==> config.mk <==
export PLATFORM = sky130hd
export DESIGN_NAME = pla_out_cell
export DESIGN_NICKNAME = d
export VERILOG_FILES = /design/src/rtl/pla_cell_pkg.sv /design/src/rtl/pla_mode_decode.sv /design/src/rtl/pla_term_sum.sv /design/src/rtl/pla_cell_reg.sv /design/src/rtl/pla_out_cell.sv
export SDC_FILE = /design/constraint.sdc
export NUM_CORES = 1
export LEC_CHECK = 0
export ABC_AREA = 1
export BUFFER_PORTS_ARGS = -buffer_cell sky130_fd_sc_hd__buf_2
export CORE_AREA = 2 2 39 41
export DETAILED_ROUTE_END_ITERATION = 12
export DIE_AREA = 0 0 41 43
export PLACE_DENSITY = 0.45
export SLEW_MARGIN = 20
export SYNTH_ARGS = -nofsm -noshare
export SYNTH_HDL_FRONTEND = slang
export SYNTH_SLANG_ARGS = --single-unit
==> constraint.sdc <==
create_clock -name clk -period 0.8 [get_ports clk]
set_input_delay 0.08 -clock clk [delete_from_list [all_inputs] [get_ports clk]]
set_output_delay 0.08 -clock clk [all_outputs]
set_load 0.02 [all_outputs]
==> src/rtl/pla_cell_pkg.sv <==
package pla_cell_pkg;

    typedef enum logic [1:0] {
        CM_REG  = 2'd0,
        CM_CIO  = 2'd1,
        CM_COUT = 2'd2,
        CM_DIN  = 2'd3
    } cell_mode_e;

    typedef struct packed {
        logic store;
    } cell_reg_t;

    function automatic cell_mode_e decode_mode(input logic g0, input logic g1, input logic l0);
        cell_mode_e m;
        if (g1 && l0)        m = CM_CIO;
        else if (g1 && !g0)  m = CM_REG;
        else if (g1)         m = CM_COUT;
        else if (!g0)        m = CM_DIN;
        else if (l0)         m = CM_DIN;
        else                 m = CM_COUT;
        return m;
    endfunction

endpackage

==> src/rtl/pla_mode_decode.sv <==
module pla_mode_decode
    import pla_cell_pkg::*;
(
    input  logic       g_sel0,
    input  logic       g_sel1,
    input  logic       c_sel,
    output cell_mode_e mode
);
    always_comb begin
        mode = decode_mode(g_sel0, g_sel1, c_sel);
    end
endmodule

==> src/rtl/pla_term_sum.sv <==
module pla_term_sum #(
    parameter int N_TERMS = 8
) (
    input  logic [N_TERMS-1:0] terms,
    input  logic               drop_first,
    input  logic               c_inv,
    output logic               pol_val
);
    localparam int LAST = N_TERMS - 1;

    logic [N_TERMS-1:0] chain;

    assign chain[0] = terms[0] & ~drop_first;

    generate
        for (genvar i = 1; i <= LAST; i++) begin : g_or
            assign chain[i] = chain[i-1] | terms[i];
        end
    endgenerate

    assign pol_val = chain[LAST] ^ c_inv;
endmodule

==> src/rtl/pla_cell_reg.sv <==
module pla_cell_reg
    import pla_cell_pkg::*;
(
    input  logic clk,
    input  logic rst_n,
    input  logic d_val,
    input  logic preload_en,
    input  logic pin_in,
    output logic reg_val
);
    cell_reg_t st_d, st_q;

    always_comb begin
        st_d = st_q;
        if (preload_en) st_d.store = ~pin_in;
        else            st_d.store = ~d_val;
    end

    always_ff @(posedge clk or negedge rst_n) begin
        if (!rst_n) st_q <= '0;
        else        st_q <= st_d;
    end

    assign reg_val = ~st_q.store;

    AST_REG_CAPTURE: assert property (@(posedge clk) disable iff (!rst_n)
        !preload_en |=> reg_val == $past(d_val));

    AST_PRELOAD_LOAD: assert property (@(posedge clk) disable iff (!rst_n)
        preload_en |=> reg_val == $past(pin_in));
endmodule

==> src/rtl/pla_out_cell.sv <==
module pla_out_cell
    import pla_cell_pkg::*;
#(
    parameter int N_TERMS   = 8,
    parameter bit END_CELL  = 1'b0,
    parameter bit NO_FB_OUT = 1'b0
) (
    input  logic               clk,
    input  logic               rst_n,
    input  logic [N_TERMS-1:0] terms,
    input  logic               g_sel0,
    input  logic               g_sel1,
    input  logic               c_sel,
    input  logic               c_inv,
    input  logic               glb_oe,
    input  logic               preload_en,
    input  logic               pin_in,
    input  logic               nbr_pin_in,
    output logic               pin_out,
    output logic               pin_oe,
    output logic               fb_out
);
    cell_mode_e mode;
    logic       pol_val;
    logic       reg_val;
    logic       fb_sel;
    logic       fb_raw;

    pla_mode_decode u_dec (
        .g_sel0 (g_sel0),
        .g_sel1 (g_sel1),
        .c_sel  (c_sel),
        .mode   (mode)
    );

    pla_term_sum #(.N_TERMS(N_TERMS)) u_sum (
        .terms      (terms),
        .drop_first (mode == CM_CIO),
        .c_inv      (c_inv),
        .pol_val    (pol_val)
    );

    pla_cell_reg u_reg (
        .clk        (clk),
        .rst_n      (rst_n),
        .d_val      (pol_val),
        .preload_en (preload_en),
        .pin_in     (pin_in),
        .reg_val    (reg_val)
    );

    generate
        if (END_CELL) begin : g_fbsel_end
            assign fb_sel = g_sel0;
        end else begin : g_fbsel_mid
            assign fb_sel = g_sel1;
        end
    endgenerate

    always_comb begin
        unique case (mode)
            CM_REG:  pin_oe = glb_oe;
            CM_CIO:  pin_oe = terms[0];
            CM_COUT: pin_oe = 1'b1;
            default: pin_oe = 1'b0;
        endcase
        pin_out = (mode == CM_REG) ? reg_val : pol_val;
    end

    always_comb begin
        unique case ({fb_sel, c_sel})
            2'b10:   fb_raw = reg_val;
            2'b11:   fb_raw = pin_in;
            default: fb_raw = nbr_pin_in;
        endcase
    end

    generate
        if (NO_FB_OUT) begin : g_fb_cut
            assign fb_out = (mode == CM_COUT) ? 1'b0 : fb_raw;
            AST_NOFB_ZERO: assert property (@(posedge clk) disable iff (!rst_n)
                (g_sel0 && !g_sel1 && !c_sel) |-> !fb_out);
        end else begin : g_fb_pass
            assign fb_out = fb_raw;
        end
    endgenerate

    AST_CIO_ENABLE: assert property (@(posedge clk) disable iff (!rst_n)
        (g_sel1 && c_sel) |-> pin_oe == terms[0]);

    AST_COUT_DRIVEN: assert property (@(posedge clk) disable iff (!rst_n)
        (g_sel0 && !g_sel1 && !c_sel) |-> pin_oe);

    AST_DIN_HIZ: assert property (@(posedge clk) disable iff (!rst_n)
        (!g_sel1 && (!g_sel0 || c_sel)) |-> !pin_oe);

    AST_REG_PIN: assert property (@(posedge clk) disable iff (!rst_n)
        (!g_sel0 && g_sel1 && !c_sel) |-> (pin_oe == glb_oe));
endmodule

Yosys cells after proc, flatten, opt, wreduce, memory -nomap -nowiden. Cells that the tools add are included.

Logic and storage cells: 31. Flip-flop bits (word level): 1. Bits of input ports: 18.

Bitwise gates (word level): 13. Reduce and logical (&&, ||, !) cells: 4. Muxes and demuxes: 9. Eq/ne operators: 4.

Operator list (count): $mux 2 (4); $or 1x1->1 (7); $eq 2x2->1 const B (3); $not 1->1 (4); $mux 1 (3); $pmux 1 s3 (1); $eq 2x1->1 const B (1); $logic_and 1x1->1 (2); $logic_not 2->1 (1); $pmux 1 s2 (1); $and 1x1->1 (1); $logic_not 1->1 (1); $xor 1x1->1 (1).

Depth between registers and ports, before layout.
Depth after elaboration: 18. Gate-level depth with buffers: 7. Depth with buffers taken out: 7.

By module. From an unflattened synthesis, not the netlist that was laid out.

Cells, all modules: 44. Area total of the unflattened synthesis: 209.0 um2.

Modules (own cells, without submodules): pla_out_cell (instances 1, cells each 17, area an instance 71.3 um2); pla_term_sum (instances 1, cells each 15, area an instance 70.1 um2); pla_cell_reg (instances 1, cells each 8, area an instance 51.3 um2); pla_mode_decode (instances 1, cells each 4, area an instance 16.3 um2).

Worst setup path after synthesis. OpenSTA, ideal clock, no wires.

Kind: flip-flop to output port. Start: register u_reg.st_q. End: output fb_out. Arrival: 641 ps. Stages on the path, launching flop included: 4. Data required time: 720 ps. Path slack: 79 ps. Cell sequence: dfrtp_1 inv_1 nand3_1 o221ai_1.

Cells in the longest elaborated chain, start to end: 2.

RTL lines: from (decl) (RTL line pla_cell_reg.sv:11) `cell_reg_t st_d, st_q;`; from (signal assigned) (RTL line pla_cell_reg.sv:21) `else st_q <= st_d;`; $not 1->1 (RTL line pla_cell_reg.sv:24) `assign reg_val = ~st_q.store;`; $pmux 1 s2 (RTL line pla_out_cell.sv:71) `unique case ({fb_sel, c_sel})`; to (decl) (RTL line pla_out_cell.sv:21) `output logic fb_out`.

Every way passes these cells.

Worst setup path after layout.
Start: input terms[6]. End: output pin_out.

Cells in the longest elaborated chain, start to end: 4.

RTL lines: from (decl) (RTL line pla_out_cell.sv:10) `input logic [N_TERMS-1:0] terms,`; $or 1x1->1 (2 in a row) (RTL line pla_term_sum.sv:17) `assign chain[i] = chain[i-1] | terms[i];`; $xor 1x1->1 (RTL line pla_term_sum.sv:21) `assign pol_val = chain[LAST] ^ c_inv;`; $mux 1 (RTL line pla_out_cell.sv:67) `pin_out = (mode == CM_REG) ? reg_val : pol_val;`; to (decl) (RTL line pla_out_cell.sv:19) `output logic pin_out,`.

Every way passes these cells.

==> flow_summary.toml <==
[setup_path]
required_ps = 720
path_buf_inv = 2
slowest_delay_ps = 120
critPathTopFamily = "simple AND/OR/NAND/NOR gates"
slowest_stage = "buf_6"
crit_type = "in2out"
path_cells = "buf_6 -> nor2_4 -> nand2_2 -> nor2_4 -> nand3_2 -> nand3_2 -> nand2_2 -> buf_6"
arrival_ps = 760
path_max_fanout = 2
critPathLaunchType = "primary input"
critPathCaptureType = "primary output"

[detailed_routing]
drt_first_pass_iters = 1
drcViolationCount = 0
ant_nets = 0
drtIter0Drc = 0
routedWlPerCell_um = 8.42
vias_per_cell = 3.95
wirelength_um = 716
vias = 336

[global_routing]
grt_max_degree = 5
grt_overflow = 0
antenna_found_initial = 0
grt_use_total_pct = 8.20
grt_pass1_wl_um = 1100
grt_pass1_vias = 323

[yosys]
netlist_instances = 45
yosysTopAreaCell = "nand2_1"
synth_adder_area_share_pct = 0
synth-compound-area-share_pct = 4.00
synthFlopType = "dfrtp_1"
ys_ff_latch = 1
syn_area_um2 = 219
synth_area_per_cell_um2 = 4.87
synth_nets = 63
synth_xor_area_share_pct = 0
synth-simple-area-share_pct = 62.3
netlist_top_cells_count = "13 x nand2_1, 12 x inv_1, 8 x nand3_1"
yosys.cell_count.top_type = "nand2_1"
async_flop_share_pct = 100
synth_edf_count = 0
synth_top_area_share_pct = 22.3
synth_area_leaders = "nand2_1 22%, inv_1 21%, nand3_1 18%, dfrtp_1 11%, nor2_1 8.6%"
ys_types = 10
synth_mux_area_share_pct = 0
synth_seq_area_share_pct = 11.4
synth_top_family_by_area = "simple AND/OR/NAND/NOR gates"
ys_warn_count = 0

[timing]
finalHoldViolations = 0
min_period_over_period_pct = 105
fmax_mhz = 1190
timing.final.ws_setup_ps = -39.9
grt_setup_unrepaired = "true"
worstMarginPinSlew_ps = 140
relSlewSlack_pct = 90.6
final-max-slew-violation-count = 0
setup_violations = 2
fin_crit_ps = 840
whs_ps = 317

[pwr]
pwr_density_cell_mw_per_mm2 = 585
max-vdd-ir-drop_mv = 0.315
p_leak_uw = 0.000270

[floorplanning]
core_mm2 = 0.00138
num_rows = 14
start_util_pct = 15.8
die-width_um = 41
io_pins = 21
die_area_mm2 = 0.00176
dieHeight_um = 43

[layout]
largest-register = "u_reg.st_q"
largest_reg_flops = 1
drive_gt1_share_pct = 71.0
layout.nets = 89
reg_top3 = "u_reg.st_q (1)"
synthToLayoutAreaGrowth_pct = 127
insertedDiodeCount = 0
stdcell_area_um2 = 498
instances_no_fill = 85

[run_status]
status = "finished with violations"
failed_checks = "setup timing"

[place]
dp_cells = 84
dp_hpwl_um = 565
port_buffers = 20
place_area_um2 = 362
gp_routability_congestion = 0.703

[run]
drv_cap = 0

[clocking]
clk_pin_slew_ps = 0
cts_setup_buffers = 0

[hold_path]
hold_class = "in2reg"
tightest hold or removal path, cell delays in order:
cell and delay, ps:
buf_2 90, nand2_1 50, nand2_1 60
cell families after synthesis:
family	after synthesis
AND/OR/NAND/NOR	30
AO/OA/AOI/OAI	1
buffers and inverters	13
flip-flops	1
path summary, 6_finish.rpt:
path / startpoint / endpoint / slack, ps / cells past startpoint
setup / recovery: terms[6] / pin_out / -40 / 8
hold / removal: preload_en / u_reg.st_q$_DFF_PN0_ / 320 / 3
max in group asynchronous: rst_n / u_reg.st_q$_DFF_PN0_ / 320 / 2
min in group asynchronous: rst_n / u_reg.st_q$_DFF_PN0_ / 390 / 2
metrics by stage:
stage                     total power (uW)  setup TNS, ps  setup slack [ps]  util [%]
after global routing                   314           -243              -113      36.0
after detailed placement               216           -224              -118      26.1
after global placement                 214           -219              -120      26.1
after floorplan                        131              0              78.6         -
final                                  292          -54.4             -39.9      36.0
after CTS                              264          -71.8             -71.8      31.6
per-layer routing:
metal / share of wire [%] / wire length, um / up-vias / track usage [%]
met2: 59 / 423 / 7 / 17.5
met4: 0 / 0 / 0 / 0
met3: 3.8 / 27 / 0 / 0
met5: 0 / 0 / - / 0
met1: 37 / 265 / 147 / 8.25
li1: - / - / 182 / -
final cells by class:
cell class / count / area [um^2]
fill: 144 / 886
inverter: 13 / 48.8
multi-input combinational: 31 / 219
sequential: 1 / 25.0
tap: 16 / 20.0
timing repair buffer: 24 / 185
power by group:
group / switching, uW / total [uW] / internal [uW]
clock: 0 / 0 / 0
combinational: 113 / 234 / 121
sequential: 1.84 / 57.3 / 55.4
cell usage in the layout, fill, tap and decap left out, drive strengths merged:
cell type,Yosys,routed
nand3,9,9
o221ai,1,1
nor2,6,6
nand2,15,15
buf,0,23
inv,13,13
dfrtp,1,1
dlygate4sd3,0,1
what timing repair did:
item,CTS,global route
setup endpoints to repair,4,4
gates resized for setup,19,17
pin swaps,13,13
gates cloned,0,0
endpoints found under the hold margin,1,0
hold buffers,1,0
(Power assumes the default switching activity.)
